**src/rtl/fst_pkg.sv**
```systemverilog
`timescale 1ns/1ps
// Shared constants and types for the fault status and trap controller.
// Assumes a ten-bit status vector; bit positions are fixed because
// software decodes them.
package fst_pkg;
    localparam int ST_W     = 10;
    localparam int B_STEP   = 0;
    localparam int B_FAULT  = 1;
    localparam int B_PGNXM  = 2;
    localparam int B_DBL    = 3;
    localparam int B_WRO    = 4;
    localparam int B_WRF    = 5;
    localparam int B_IMPURE = 6;
    localparam int B_NOACC  = 7;
    localparam int B_MATCH  = 8;
    localparam int B_QOVF   = 9;
    localparam int N_ABORT  = 5;

    // Set requests produced each cycle by the cause decoder
    typedef struct packed {
        logic [ST_W-1:0] set_mask;
        logic            prot_set;
        logic            trap_set;
    } fst_evt_t;
endpackage

```
**src/rtl/fst_cause_decode.sv**
```systemverilog
`timescale 1ns/1ps
// Turns the per-cause pulses into set requests for the status vector,
// the protect flag and trap mode. Purely combinational.
// Assumes all cause inputs are single-cycle pulses aligned to clk.
module fst_cause_decode
    import fst_pkg::*;
(
    input  logic     flt_pgnxm,
    input  logic     flt_dbl,
    input  logic     flt_wro,
    input  logic     flt_wrf,
    input  logic     flt_noacc,
    input  logic     ifetch,
    input  logic     pure_mode,
    input  logic     page_ro,
    input  logic     addr_match,
    input  logic     step_evt,
    input  logic     qt_ovf,
    input  logic     inhibit,
    output fst_evt_t evt
);
    localparam int ABORT_POS [N_ABORT] = '{B_DBL, B_WRO, B_WRF, B_IMPURE, B_NOACC};

    logic               impure_fetch;
    logic [N_ABORT-1:0] abort_vec;
    logic               abort_any;
    logic               abort_live;

    // Impure fetch: pure code fetching from a writable page
    always_comb impure_fetch = ifetch & pure_mode & ~page_ro;

    // Group the aborting causes, ordered like ABORT_POS
    always_comb begin
        abort_vec  = {flt_noacc, impure_fetch, flt_wrf, flt_wro, flt_dbl};
        abort_any  = |abort_vec;
        abort_live = abort_any & ~inhibit;
    end

    // Assemble the set mask and the flag/trap set requests
    always_comb begin
        evt.set_mask = '0;
        for (int k = 0; k < N_ABORT; k++) begin
            evt.set_mask[ABORT_POS[k]] = abort_vec[k];
        end
        evt.set_mask[B_FAULT] = abort_live;
        evt.set_mask[B_PGNXM] = flt_pgnxm;
        evt.set_mask[B_STEP]  = step_evt;
        evt.set_mask[B_MATCH] = addr_match;
        evt.set_mask[B_QOVF]  = qt_ovf;
        evt.prot_set = abort_live | flt_pgnxm | addr_match | step_evt | qt_ovf;
        evt.trap_set = abort_live | addr_match | step_evt;
    end
endmodule

```
**src/rtl/fst_quantum.sv**
```systemverilog
`timescale 1ns/1ps
// Time-slice counter. Counts enabled 1 MHz ticks and flags the
// overflow on the tick that wraps it from all ones to zero. It holds while
// the overflow status bit is set. A load has priority over counting.
module fst_quantum #(
    parameter int QT_W = 18
) (
    input  logic            clk,
    input  logic            rst_n,
    input  logic            tick_1us,
    input  logic            pi_active,
    input  logic            pi_on,
    input  logic            halted,
    input  logic            load,
    input  logic [QT_W-1:0] load_val,
    output logic [QT_W-1:0] count,
    output logic            ovf
);
    localparam logic [QT_W-1:0] QT_MAX = {QT_W{1'b1}};

    logic count_en;

    // Counting is allowed only outside interrupt service and while not halted
    always_comb begin
        count_en = tick_1us & ~pi_active & pi_on & ~halted;
        ovf      = count_en & (count == QT_MAX);
    end

    // Counter register with load priority
    always_ff @(posedge clk) begin
        if (!rst_n)        count <= '0;
        else if (load)     count <= load_val;
        else if (count_en) count <= count + 1'b1;
    end
endmodule

```
**src/rtl/fst_step.sv**
```systemverilog
`timescale 1ns/1ps
// Single-step flag. A load sets it. An instruction that advances the PC
// clears it and, if it was set, reports a step event in that cycle.
// Assumes pc_adv pulses once per completed instruction.
module fst_step (
    input  logic clk,
    input  logic rst_n,
    input  logic step_load,
    input  logic pc_adv,
    output logic step_flag,
    output logic step_evt
);
    // Step event fires on the advance that consumes the flag
    always_comb step_evt = pc_adv & step_flag;

    // Flag register: load wins over the clearing advance
    always_ff @(posedge clk) begin
        if (!rst_n)         step_flag <= 1'b0;
        else if (step_load) step_flag <= 1'b1;
        else if (pc_adv)    step_flag <= 1'b0;
    end
endmodule

```
**src/rtl/fst_status_reg.sv**
```systemverilog
`timescale 1ns/1ps
// Sticky status vector plus protect flag and trap mode. Each bit is set
// by its request and cleared only by its software strobe; a set in the
// same cycle as a clear wins.
module fst_status_reg
    import fst_pkg::*;
(
    input  logic            clk,
    input  logic            rst_n,
    input  fst_evt_t        evt,
    input  logic            clr_status,
    input  logic            clr_prot,
    output logic [ST_W-1:0] status,
    output logic            prot_flag,
    output logic            trap_mode
);
    // One sticky cell per status bit
    for (genvar i = 0; i < ST_W; i++) begin : g_bit
        always_ff @(posedge clk) begin
            if (!rst_n)                  status[i] <= 1'b0;
            else if (evt.set_mask[i])    status[i] <= 1'b1;
            else if (clr_status)         status[i] <= 1'b0;
        end
    end

    // Protect flag: set by any interrupting event, cleared by software
    always_ff @(posedge clk) begin
        if (!rst_n)            prot_flag <= 1'b0;
        else if (evt.prot_set) prot_flag <= 1'b1;
        else if (clr_prot)     prot_flag <= 1'b0;
    end

    // Trap mode: set by trapping events, leaves only with the protect clear
    always_ff @(posedge clk) begin
        if (!rst_n)            trap_mode <= 1'b0;
        else if (evt.trap_set) trap_mode <= 1'b1;
        else if (clr_prot)     trap_mode <= 1'b0;
    end
endmodule

```
**src/rtl/fst_ctrl.sv**
```systemverilog
`timescale 1ns/1ps
// Paging fault status and trap controller, top level. Wires the cause
// decoder, step flag, time-slice counter and status register. It also
// derives the interrupt request, the take strobe at the sampling point
// chosen by trap mode, and the zero-data strobe for reads that hit a
// missing page table.
module fst_ctrl
    import fst_pkg::*;
#(
    parameter int QT_W = 18
) (
    input  logic            clk,
    input  logic            rst_n,
    input  logic            flt_pgnxm,
    input  logic            flt_dbl,
    input  logic            flt_wro,
    input  logic            flt_wrf,
    input  logic            flt_noacc,
    input  logic            ifetch,
    input  logic            pure_mode,
    input  logic            page_ro,
    input  logic            addr_match,
    input  logic            inhibit,
    input  logic            rd_pend,
    input  logic            step_load,
    input  logic            pc_adv,
    input  logic            instr_start,
    input  logic            fetch_done,
    input  logic            pi_active,
    input  logic            pi_on,
    input  logic            tick_1us,
    input  logic            qt_load,
    input  logic [QT_W-1:0] qt_load_val,
    input  logic            clr_prot,
    input  logic            clr_status,
    output logic [ST_W-1:0] status,
    output logic            prot_flag,
    output logic            irq,
    output logic            trap_mode,
    output logic            irq_take,
    output logic            step_flag,
    output logic [QT_W-1:0] qt_count,
    output logic            rd_zero
);
    fst_evt_t evt;
    logic     step_evt;
    logic     qt_ovf;

    fst_step u_step (
        .clk       (clk),
        .rst_n     (rst_n),
        .step_load (step_load),
        .pc_adv    (pc_adv),
        .step_flag (step_flag),
        .step_evt  (step_evt)
    );

    fst_quantum #(.QT_W(QT_W)) u_quantum (
        .clk       (clk),
        .rst_n     (rst_n),
        .tick_1us  (tick_1us),
        .pi_active (pi_active),
        .pi_on     (pi_on),
        .halted    (status[B_QOVF]),
        .load      (qt_load),
        .load_val  (qt_load_val),
        .count     (qt_count),
        .ovf       (qt_ovf)
    );

    fst_cause_decode u_decode (
        .flt_pgnxm  (flt_pgnxm),
        .flt_dbl    (flt_dbl),
        .flt_wro    (flt_wro),
        .flt_wrf    (flt_wrf),
        .flt_noacc  (flt_noacc),
        .ifetch     (ifetch),
        .pure_mode  (pure_mode),
        .page_ro    (page_ro),
        .addr_match (addr_match),
        .step_evt   (step_evt),
        .qt_ovf     (qt_ovf),
        .inhibit    (inhibit),
        .evt        (evt)
    );

    fst_status_reg u_status (
        .clk        (clk),
        .rst_n      (rst_n),
        .evt        (evt),
        .clr_status (clr_status),
        .clr_prot   (clr_prot),
        .status     (status),
        .prot_flag  (prot_flag),
        .trap_mode  (trap_mode)
    );

    // Request level and the take strobe at the active sampling point
    always_comb begin
        irq      = prot_flag;
        irq_take = irq & (trap_mode ? instr_start : fetch_done);
    end

    // Zero-data strobe for a read whose page-table fetch found no memory
    always_ff @(posedge clk) begin
        if (!rst_n) rd_zero <= 1'b0;
        else        rd_zero <= flt_pgnxm & rd_pend;
    end
endmodule

```
**config.mk**
```make
export PLATFORM = sky130hd
export DESIGN_NAME = fst_ctrl
export DESIGN_NICKNAME = d
export VERILOG_FILES = /design/src/rtl/fst_pkg.sv /design/src/rtl/fst_cause_decode.sv /design/src/rtl/fst_quantum.sv /design/src/rtl/fst_step.sv /design/src/rtl/fst_status_reg.sv /design/src/rtl/fst_ctrl.sv
export SDC_FILE = /design/constraint.sdc
export NUM_CORES = 1
export LEC_CHECK = 0
export CORE_MARGIN = 2
export CORE_UTILIZATION = 41
export CTS_CLUSTER_SIZE = 12
export DETAILED_ROUTE_END_ITERATION = 12
export GPL_TIMING_DRIVEN = 0
export PLACE_DENSITY_LB_ADDON = 0.05
export SLEW_MARGIN = 0
export SYNTH_ARGS = -nofsm -noshare
export SYNTH_HDL_FRONTEND = slang
export SYNTH_HIERARCHICAL = 1
export SYNTH_SLANG_ARGS = --single-unit
```
**constraint.sdc**
```tcl
create_clock -name clk -period 2 [get_ports clk]
set_input_delay 0.4 -clock clk [delete_from_list [all_inputs] [get_ports clk]]
set_output_delay 0.4 -clock clk [all_outputs]
set_load 0.02 [all_outputs]
```
==> results of run 1 <==
## how the worst max path moves through the flow
stage                                     from                          endpoint  slack [ns]  cells past startpoint
6_report       u_quantum/count[0]$_SDFFE_PN0P_  u_quantum/count[12]$_SDFFE_PN0P_        0.14                      5
5_1_grt        u_quantum/count[0]$_SDFFE_PN0P_  u_quantum/count[12]$_SDFFE_PN0P_        0.04                      5
4_1_cts                               tick_1us  u_quantum/count[12]$_SDFFE_PN0P_       0.005                      6
3_5_place_dp                             pi_on   u_status/prot_flag$_SDFFE_PN0P_       -0.41                      8
3_3_place_gp                             pi_on   u_status/prot_flag$_SDFFE_PN0P_       -0.40                      8
2_1_floorplan  u_quantum/count[0]$_SDFFE_PN0P_  u_quantum/count[16]$_SDFFE_PN0P_        0.18                      5
## layer usage
layer  track usage [%]  vias up  part of all wire (%)
met4              5.87        0                  0.41
met5                 0        -                     0
met3              6.50        2                   7.4
li1                  -      816                     -
met2              31.3       51                    47
met1              22.8      716                    45
## logic make-up after synthesis
| logic type | Yosys count |
|---|---|
| DFF | 32 |
| xor gates and xnor gates | 11 |
| buffers and inverters | 25 |
| and+or+nand+nor | 61 |
| adders and majority gates | 1 |
| muxes | 3 |
| AOI/OAI and AO/OA | 51 |
## area by class of cell
| class | instances | area, um2 |
|---|---|---|
| Multi-Input combinational cell | 127 | 901 |
| Fill cell | 369 | 1350 |
| Buffer | 18 | 118 |
| Tap cell | 50 | 62.6 |
| Inverter | 7 | 26.3 |
| Sequential cell | 32 | 641 |
| Timing Repair Buffer | 75 | 751 |
| Clock buffer | 7 | 96.3 |
## worst max-delay path: cells and delay by family, from the launching register on
| family | cells | cell delay (ns) |
|---|---|---|
| AO/OA/AOI/OAI | 1 | 0.19 |
| adder cells (fa/ha/maj) | 1 | 0.22 |
| flip-flops | 1 | 0.42 |
| AND/OR/NAND/NOR | 3 | 0.96 |
## flip-flops by register name (all words and copies together), names as in the netlist
name	flops
u_status/trap_mode	1
u_status/status	10
u_step/step_flag	1
rd_zero	1
u_quantum/count	18
u_status/prot_flag	1
## power breakdown
| group | switching [mW] | total (mW) | leakage, nW | internal, mW |
|---|---|---|---|---|
| Clock | 0.230 | 0.536 | 0.0503 | 0.306 |
| Combinational | 0.152 | 0.360 | 0.651 | 0.208 |
| Sequential | 0.0420 | 0.722 | 0.266 | 0.680 |
## repair_timing
item,CTS,global route
gates resized for setup,3,5
buffers inserted,0,1
pin swaps,0,2
setup endpoints to repair,4,3
## layout by cell type (no fill, tap or decap), types with 7 or more instances in the layout
master / n
buf_4: 12
o21a_1: 13
nor2b_1: 14
xnor2_1: 9
a21oi_1: 10
inv_1: 7
clkdlybuf4s50_1: 70
dfxtp_1: 32
o21ai_0: 18
nand2_1: 7
clkbuf_8: 7
==> impl_metrics.py, run 1 <==
metrics = {
    "routing": {
        "vias": 1585,
        "drt_iter0_drc": 46,
        "routedWlPerCell_um": 13.1,
        "first_pass_iters": 4,
        "drt_wl_total_um": 4140,
        "drc": 0,
        "ant_nets": 0,
        "routed_via_density": 5.02,
    },
    "clock_network": {
        "cts_inserted_buffers": 5,
        "cts.sinks": 32,
        "tritoncts": "built",
        "root_buffer": "clkbuf_8",
        "clock_path_buffers": 2,
        "htree_levels": 2,
        "path_clk_slew_ns": 0.06,
        "insertion_delay_ns": 0.28,
        "hold_buffers": 0,
    },
    "cells_and_area": {
        "fin_cells": 316,
        "drive_gt1_share_pct": 12.4,
        "fin_util_pct": 65.8,
        "n_antenna_cell": 0,
        "nets": 308,
        "stdcell_area_mm2": 0.00259,
        "syn_to_final_growth_pct": 56.8,
    },
    "placement": {
        "hpwl_um": 3080,
        "dp.cells": 308,
        "port-buffer-count": 74,
        "placement.cell_area_mm2": 0.00246,
        "place_ws_ns": -0.408,
        "gp_congestion": 0.797,
    },
    "logic_synthesis": {
        "synth.top_cell.area_share_pct": 38.7,
        "syn_nets": 226,
        "synth_top_family_by_area": "simple AND/OR/NAND/NOR gates",
        "syn_area_mm2": 0.00166,
        "post_synth.cell_area_avg_um2": 9.00,
        "synth.most_common_cell": "dfxtp_1",
        "synthTopCellsByCount": "dfxtp_1 (32), o21ai_0 (18), nor2b_1 (14), o21a_1 (13), buf_4 (11)",
        "async_flop_share_pct": 0,
        "syn_inst": 184,
        "synthMuxAreaShare_pct": 1.81,
        "synth_enable_flop_cells": 0,
        "synthFlopType": "dfxtp_1",
        "synth-seq-cells": 32,
        "synthAdderAreaFrac_pct": 0.756,
        "synth_xor_area_share_pct": 5.82,
        "synth-seq-area-share_pct": 38.7,
        "synth_cell_types": 40,
        "yosys.area.top_type": "dfxtp_1",
        "synth_warnings": 6,
        "synth-simple-area-share_pct": 25.3,
        "synth-compound-area-share_pct": 18.9,
        "synthTopCellsByArea": "dfxtp_1 (39%), o21a_1 (5.9%), o21ai_0 (5.4%), nor2b_1 (5.3%), buf_4 (5.0%)",
    },
    "floorplan": {
        "core-area_mm2": 0.00394,
        "floorplan.io_pins": 75,
        "rows": 23,
        "die_area_mm2": 0.00456,
        "initial_core_util_pct": 42.0,
        "dieHeight_um": 67.5,
        "dieWidth_um": 67.5,
    },
    "global_routing": {
        "antenna_found_initial": 0,
        "gr-usage-all-layers_pct": 18.8,
        "grt_max_degree": 11,
        "grt_pass1_vias": 1462,
        "grt_pass1_wl_um": 6420,
        "grt-ovfl-total": 0,
    },
    "critical_path": {
        "critPathMaxFanout": 6,
        "max_stage_delay_ns": 0.44,
        "r2r-start": "u_quantum/count[0]$_SDFFE_PN0P_",
        "crit_required_ns": 2.21,
        "crit_arrival_ns": 2.07,
        "path_class": "reg -> reg",
        "crit_chain": "ha_1 -> nand3_2 -> or3_4 -> or4_4 -> a31oi_4",
        "r2r-end": "u_quantum/count[12]$_SDFFE_PN0P_",
        "slowest_stage": "or4_4",
        "r2r_slack_ns": 0.14,
        "endpoint_kind": "register",
        "start_kind": "register",
        "worst-r2r-cell-count": 5,
    },
    "timing": {
        "final_max_slew_viol_count": 0,
        "min_period_over_period_pct": 93.1,
        "finClkSkew_ns": 0.00211,
        "period_needed_ns": 1.86,
        "tightest_slew_ns": 0.559,
        "rsz0062_at_grt": "no",
        "worst_slack_ns": 0.137,
        "hold-worst-slack_ns": 0.522,
        "finalHoldViolations": 0,
        "setup_viol": 0,
        "relSlewSlack_pct": 62.8,
        "setup_tns_ns": 0,
        "maxClockFrequency_mhz": 537,
    },
    "run_status": {
        "outcome": "complete, no violations",
    },
    "min_path": {
        "hold_path.class": "reg -> reg",
        "hold_depth": 2,
        "min_from": "u_quantum/count[17]$_SDFFE_PN0P_",
        "hold_end": "u_quantum/count[17]$_SDFFE_PN0P_",
    },
    "flow_run": {
        "max_cap_viol_count": 0,
    },
    "power": {
        "powerDensity_mw_per_mm2": 623,
        "power.total_mw": 1.62,
        "ir_worst_vdd_mv": 0.382,
        "power_leakage_nw": 0.967,
    },
}
Note: power is estimated with default switching activity, not from simulation.
==> run 2, diff against run 1 <==
Clock period 2 ns to 2.02 ns, I/O delays scaled along.
==> run 2 against run 1 <==
Against the previous run:
- cell area is 0.14% higher
- global-route usage did not move
- total power decreased by 0.98%
- combinational power down 1%
- sequential power is 1% lower
- via count up 0.38%
- non-clock buffer count is the same
- final cell count did not move
- critical path type unchanged
- largest power group unchanged
- highest routed layer unchanged
==> impl_metrics.py, run 2 (same netlist as run 1, synthesis figures left out) <==
metrics = {
    "timing": {
        "relSlewSlack_pct": 63.3,
        "finClkSkew_ns": 0.00225,
        "maxClockFrequency_mhz": 537,
        "rsz0062_at_grt": "no",
        "period_needed_ns": 1.86,
        "final_max_slew_viol_count": 0,
        "setup_tns_ns": 0,
        "min_period_over_period_pct": 92.1,
        "worst_slack_ns": 0.159,
        "setup_viol": 0,
        "tightest_slew_ns": 0.550,
        "hold-worst-slack_ns": 0.521,
        "finalHoldViolations": 0,
    },
    "cells_and_area": {
        "n_antenna_cell": 0,
        "layout_commonest_cell": "clkdlybuf4s50_1",
        "drive_gt1_share_pct": 12.4,
        "reg_top3": "u_quantum/count (18), u_status/status (10)",
        "syn_to_final_growth_pct": 57.0,
        "regMostFlops": "u_quantum/count",
        "fin_cells": 316,
        "most-common-layout-cells": "clkdlybuf4s50_1 (70), dfxtp_1 (32), o21ai_0 (18), nor2b_1 (14), o21a_1 (13)",
        "nets": 308,
        "largest_register_ffs": 18,
    },
    "power": {
        "power_leakage_nw": 0.975,
        "ir_worst_vdd_mv": 0.378,
        "powerDensity_mw_per_mm2": 616,
    },
    "critical_path": {
        "crit_chain": "ha_1 -> nand3_2 -> or3_4 -> or4_4 -> a31oi_4",
        "endpoint_kind": "register",
        "crit_required_ns": 2.23,
        "start_kind": "register",
        "crit_arrival_ns": 2.07,
        "slowest_stage": "or4_4",
        "max_stage_delay_ns": 0.44,
        "r2r_slack_ns": 0.16,
        "path_class": "reg -> reg",
        "critPathMaxFanout": 6,
    },
    "global_routing": {
        "antenna_found_initial": 0,
        "grt_pass1_wl_um": 6420,
        "grt_max_degree": 11,
        "grt-ovfl-total": 0,
        "gr-usage-all-layers_pct": 18.8,
        "grt_pass1_vias": 1462,
    },
    "flow_run": {
        "max_cap_viol_count": 0,
    },
    "clock_network": {
        "htree_levels": 2,
        "cts.sinks": 32,
        "insertion_delay_ns": 0.28,
        "root_buffer": "clkbuf_8",
        "cts_inserted_buffers": 5,
        "tritoncts": "built",
        "clock_path_buffers": 2,
        "path_clk_slew_ns": 0.06,
    },
    "routing": {
        "drc": 0,
        "drt_wl_total_um": 4120,
        "vias": 1591,
        "routedWlPerCell_um": 13.0,
        "first_pass_iters": 4,
        "routed_via_density": 5.03,
        "ant_nets": 0,
        "drt_iter0_drc": 50,
    },
    "placement": {
        "place_ws_ns": -0.392,
        "dp.cells": 308,
        "hpwl_um": 3080,
        "gp_congestion": 0.797,
        "port-buffer-count": 74,
    },
    "run_status": {
        "outcome": "complete, no violations",
    },
    "floorplan": {
        "initial_core_util_pct": 42.0,
        "dieWidth_um": 67.5,
        "die_area_mm2": 0.00456,
        "floorplan.io_pins": 75,
        "core-area_mm2": 0.00394,
        "dieHeight_um": 67.5,
        "rows": 23,
    },
    "min_path": {
        "hold_path.class": "reg -> reg",
    },
}
## run 2: cell types whose count changed in the layout (fill, tap and decap cells not counted)
cell            delta
dlygate4sd2_1      -1
dlymetal6s2s_1     +1
## run 2: final timing paths
check	startpoint	cells after the start	end
max	u_quantum/count[0]$_SDFFE_PN0P_	5	u_quantum/count[12]$_SDFFE_PN0P_
min	u_quantum/count[17]$_SDFFE_PN0P_	2	u_quantum/count[17]$_SDFFE_PN0P_
max reg2reg	u_quantum/count[0]$_SDFFE_PN0P_	5	u_quantum/count[12]$_SDFFE_PN0P_
min reg2reg	u_quantum/count[17]$_SDFFE_PN0P_	2	u_quantum/count[17]$_SDFFE_PN0P_
## run 2: layout make-up
class	instances	area [um2]
timing repair buffer	75	754
tap	50	62.6
multi-input combinational	127	901
sequential	32	641
clock buffer	7	96.3
fill	368	1340
buffer	18	118
inverter	7	26.3
## run 2: what timing repair did
action	in CTS	in global routing
endpoints found under the setup margin	3	3
gates resized for setup	2	6
pin swaps	0	2
hold buffers	0	0
setup buffers	0	1
## run 2: power breakdown
| part | internal (mW) | leakage [nW] | switching [mW] |
|---|---|---|---|
| clock network | 0.303 | 0.0503 | 0.228 |
| registers | 0.673 | 0.266 | 0.0415 |
| logic | 0.206 | 0.658 | 0.150 |
| total | 1.18 | 0.975 | 0.419 |
## run 2: worst max-delay path: cells and delay by family, from the launching register on
kind	cells	cell delay, ns
adders and majority gates	1	0.22
and+or+nand+nor	3	0.96
AOI/OAI and AO/OA	1	0.19
DFF	1	0.42
## run 2: metrics by stage
stage	cell area, um2	power, mW	util [%]
floorplan	1660	0.884	-
global route	2600	1.68	65.9
detailed placement	2460	1.08	62.4
CTS	2560	1.61	64.9
global placement	2460	1.08	62.4
finish	2600	1.60	65.9
## run 2: per-layer routing
| metal | wire (um) | part of all wire (%) | global-route usage (%) | vias to the layer above |
|---|---|---|---|---|
| met5 | 0 | 0 | 0 | - |
| met4 | 17 | 0.41 | 5.87 | 0 |
| met3 | 300 | 7.3 | 6.50 | 2 |
| met2 | 1940 | 47 | 31.3 | 49 |
| met1 | 1860 | 45 | 22.8 | 720 |
| li1 | - | - | - | 820 |
==> run 3, diff against run 2 <==
Settings changed: CORE_ASPECT_RATIO set to 1.25.
==> run 3 against run 2 <==
Against the previous run:
- clock skew is essentially flat
- global-route usage grew 1.6 points
- sequential share of layout area grew 0.36 points
- sequential power is essentially flat
- cell area shrank 1.4%
- worst setup slack lost 0.11 ns
- combinational power shrank 1%
- critical path type is now in -> reg
- highest routed layer unchanged
==> impl_metrics.py, run 3 (same netlist as run 1, synthesis figures left out) <==
metrics = {
    "run_status": {
        "outcome": "complete, no violations",
    },
    "placement": {
        "hpwl_um": 3200,
        "dp.cells": 312,
        "gp_congestion": 0.717,
        "port-buffer-count": 74,
        "place_ws_ns": -0.408,
        "placement.cell_area_mm2": 0.00246,
    },
    "floorplan": {
        "core-area_mm2": 0.00382,
        "dieWidth_um": 60.8,
        "dieHeight_um": 75.0,
        "initial_core_util_pct": 43.4,
        "die_area_mm2": 0.00456,
        "floorplan.io_pins": 75,
        "rows": 25,
    },
    "clock_network": {
        "hold_buffers": 0,
        "htree_levels": 2,
        "clock_path_buffers": 2,
        "cts_setup_buffers": 0,
        "tritoncts": "built",
        "path_clk_slew_ns": 0.06,
        "insertion_delay_ns": 0.28,
        "cts.sinks": 32,
        "cts_inserted_buffers": 5,
        "root_buffer": "clkbuf_8",
    },
    "critical_path": {
        "cp-startpoint": "pi_on",
        "endpoint_kind": "register",
        "critPathCapture": "u_quantum/count[16]$_SDFFE_PN0P_",
        "r2r_slack_ns": 0.15,
        "r2r-start": "u_quantum/count[0]$_SDFFE_PN0P_",
        "crit_chain": "clkdlybuf4s50_1 -> nand4bb_4 -> buf_6 -> or3_4 -> or4_1 -> a31oi_1",
        "max_stage_delay_ns": 0.52,
        "crit_required_ns": 2.24,
        "worst-r2r-cell-count": 5,
        "critPathMaxFanout": 10,
        "path_class": "in -> reg",
        "crit_arrival_ns": 2.18,
        "slowest_stage": "clkdlybuf4s50_1",
        "r2r-end": "u_quantum/count[16]$_SDFFE_PN0P_",
        "start_kind": "input pin",
    },
    "cells_and_area": {
        "reg_top3": "u_quantum/count (18), u_status/status (10)",
        "regMostFlops": "u_quantum/count",
        "fin_util_pct": 67.1,
        "nets": 307,
        "syn_to_final_growth_pct": 54.7,
        "layout_commonest_cell": "clkdlybuf4s50_1",
        "fillers": 362,
        "drive_gt1_share_pct": 10.5,
        "most-common-layout-cells": "clkdlybuf4s50_1 (72), dfxtp_1 (32), o21ai_0 (18), nor2b_1 (14), o21a_1 (13)",
        "fin_cells": 320,
        "stdcell_area_mm2": 0.00256,
        "largest_register_ffs": 18,
        "n_antenna_cell": 0,
    },
    "timing": {
        "hold-worst-slack_ns": 0.523,
        "final_max_slew_viol_count": 0,
        "setup_tns_ns": 0,
        "relSlewSlack_pct": 66.3,
        "tightest_slew_ns": 0.505,
        "period_needed_ns": 1.97,
        "maxClockFrequency_mhz": 508,
        "finalHoldViolations": 0,
        "finClkSkew_ns": 0.00208,
        "worst_slack_ns": 0.0527,
        "setup_viol": 0,
        "rsz0062_at_grt": "no",
        "min_period_over_period_pct": 97.4,
    },
    "power": {
        "power_frac_comb_pct": 22.3,
        "power.total_mw": 1.57,
        "p_seq_share_pct": 45.6,
        "powerDensity_mw_per_mm2": 613,
        "intPower_mw": 1.15,
        "ir_worst_vdd_mv": 0.434,
        "swShare_pct": 26.4,
        "clkPwrFrac_pct": 32.1,
        "power_leakage_nw": 0.945,
        "p_sw_mw": 0.415,
    },
    "global_routing": {
        "grt_pass1_vias": 1562,
        "grt_util_met2_pct": 36.3,
        "gr-max-usage-layer": "met2",
        "grt_max_degree": 11,
        "grt.met1_usage_pct": 22.3,
        "grt_pass1_wl_um": 6920,
        "gr-usage-all-layers_pct": 20.4,
        "met3_usage_pct": 6.19,
        "grt-ovfl-total": 0,
        "antenna_found_initial": 0,
    },
    "routing": {
        "drt_wl_total_um": 4170,
        "drc": 0,
        "first_pass_iters": 4,
        "routed_via_density": 4.94,
        "routedWlPerCell_um": 13.0,
        "vias": 1582,
        "ant_nets": 0,
        "drt_iter0_drc": 25,
    },
    "min_path": {
        "hold_path.class": "reg -> reg",
        "hold_depth": 2,
    },
    "flow_run": {
        "max_cap_viol_count": 0,
    },
}
[run 3: critical path, delay by kind of cell]
kind                   cells  cell delay, ns
AO/OA/AOI/OAI              1            0.16
buffers and inverters      2            0.68
AND/OR/NAND/NOR            3            0.94
[run 3: what timing repair did]
action / in CTS / in global routing
cloned: 0 / 0
endpoints found under the setup margin: 3 / 3
gates resized for setup: 2 / 1
[run 3: worst min path at each step]
stage / end / startpoint
final: u_quantum/count[16]$_SDFFE_PN0P_ / u_quantum/count[16]$_SDFFE_PN0P_
after global routing: u_quantum/count[17]$_SDFFE_PN0P_ / u_quantum/count[17]$_SDFFE_PN0P_
after CTS: u_quantum/count[17]$_SDFFE_PN0P_ / u_quantum/count[17]$_SDFFE_PN0P_
after detailed placement: u_quantum/count[17]$_SDFFE_PN0P_ / u_quantum/count[17]$_SDFFE_PN0P_
after global placement: u_quantum/count[17]$_SDFFE_PN0P_ / u_quantum/count[17]$_SDFFE_PN0P_
after floorplan: u_status/status[2]$_SDFFE_PN0P_ / rst_n
[run 3: area by class of cell]
class / instances / area, um2 / area share (%)
Sequential cell: 32 / 641 / 25.0
Clock buffer: 8 / 90.1 / 3.52
Buffer: 18 / 118 / 4.59
Tap cell: 54 / 67.6 / 2.64
Multi-Input combinational cell: 127 / 877 / 34.2
Inverter: 7 / 26.3 / 1.03
Timing Repair Buffer: 74 / 742 / 29.0
[run 3: layer usage]
| layer | share of wire (%) | wire length (um) |
|---|---|---|
| met2 | 51 | 2130 |
| met1 | 41 | 1690 |
| met4 | 1.6 | 65 |
| met3 | 6.6 | 276 |
| met5 | 0 | 0 |
[run 3: power by group through the flow]
stage	logic, mW	clock network (mW)	registers (mW)
5_1_grt	0.381	0.545	0.722
2_1_floorplan	0.111	0	0.773
3_5_place_dp	0.355	0	0.729
6_report	0.351	0.504	0.715
3_3_place_gp	0.352	0	0.728
4_1_cts	0.355	0.523	0.715
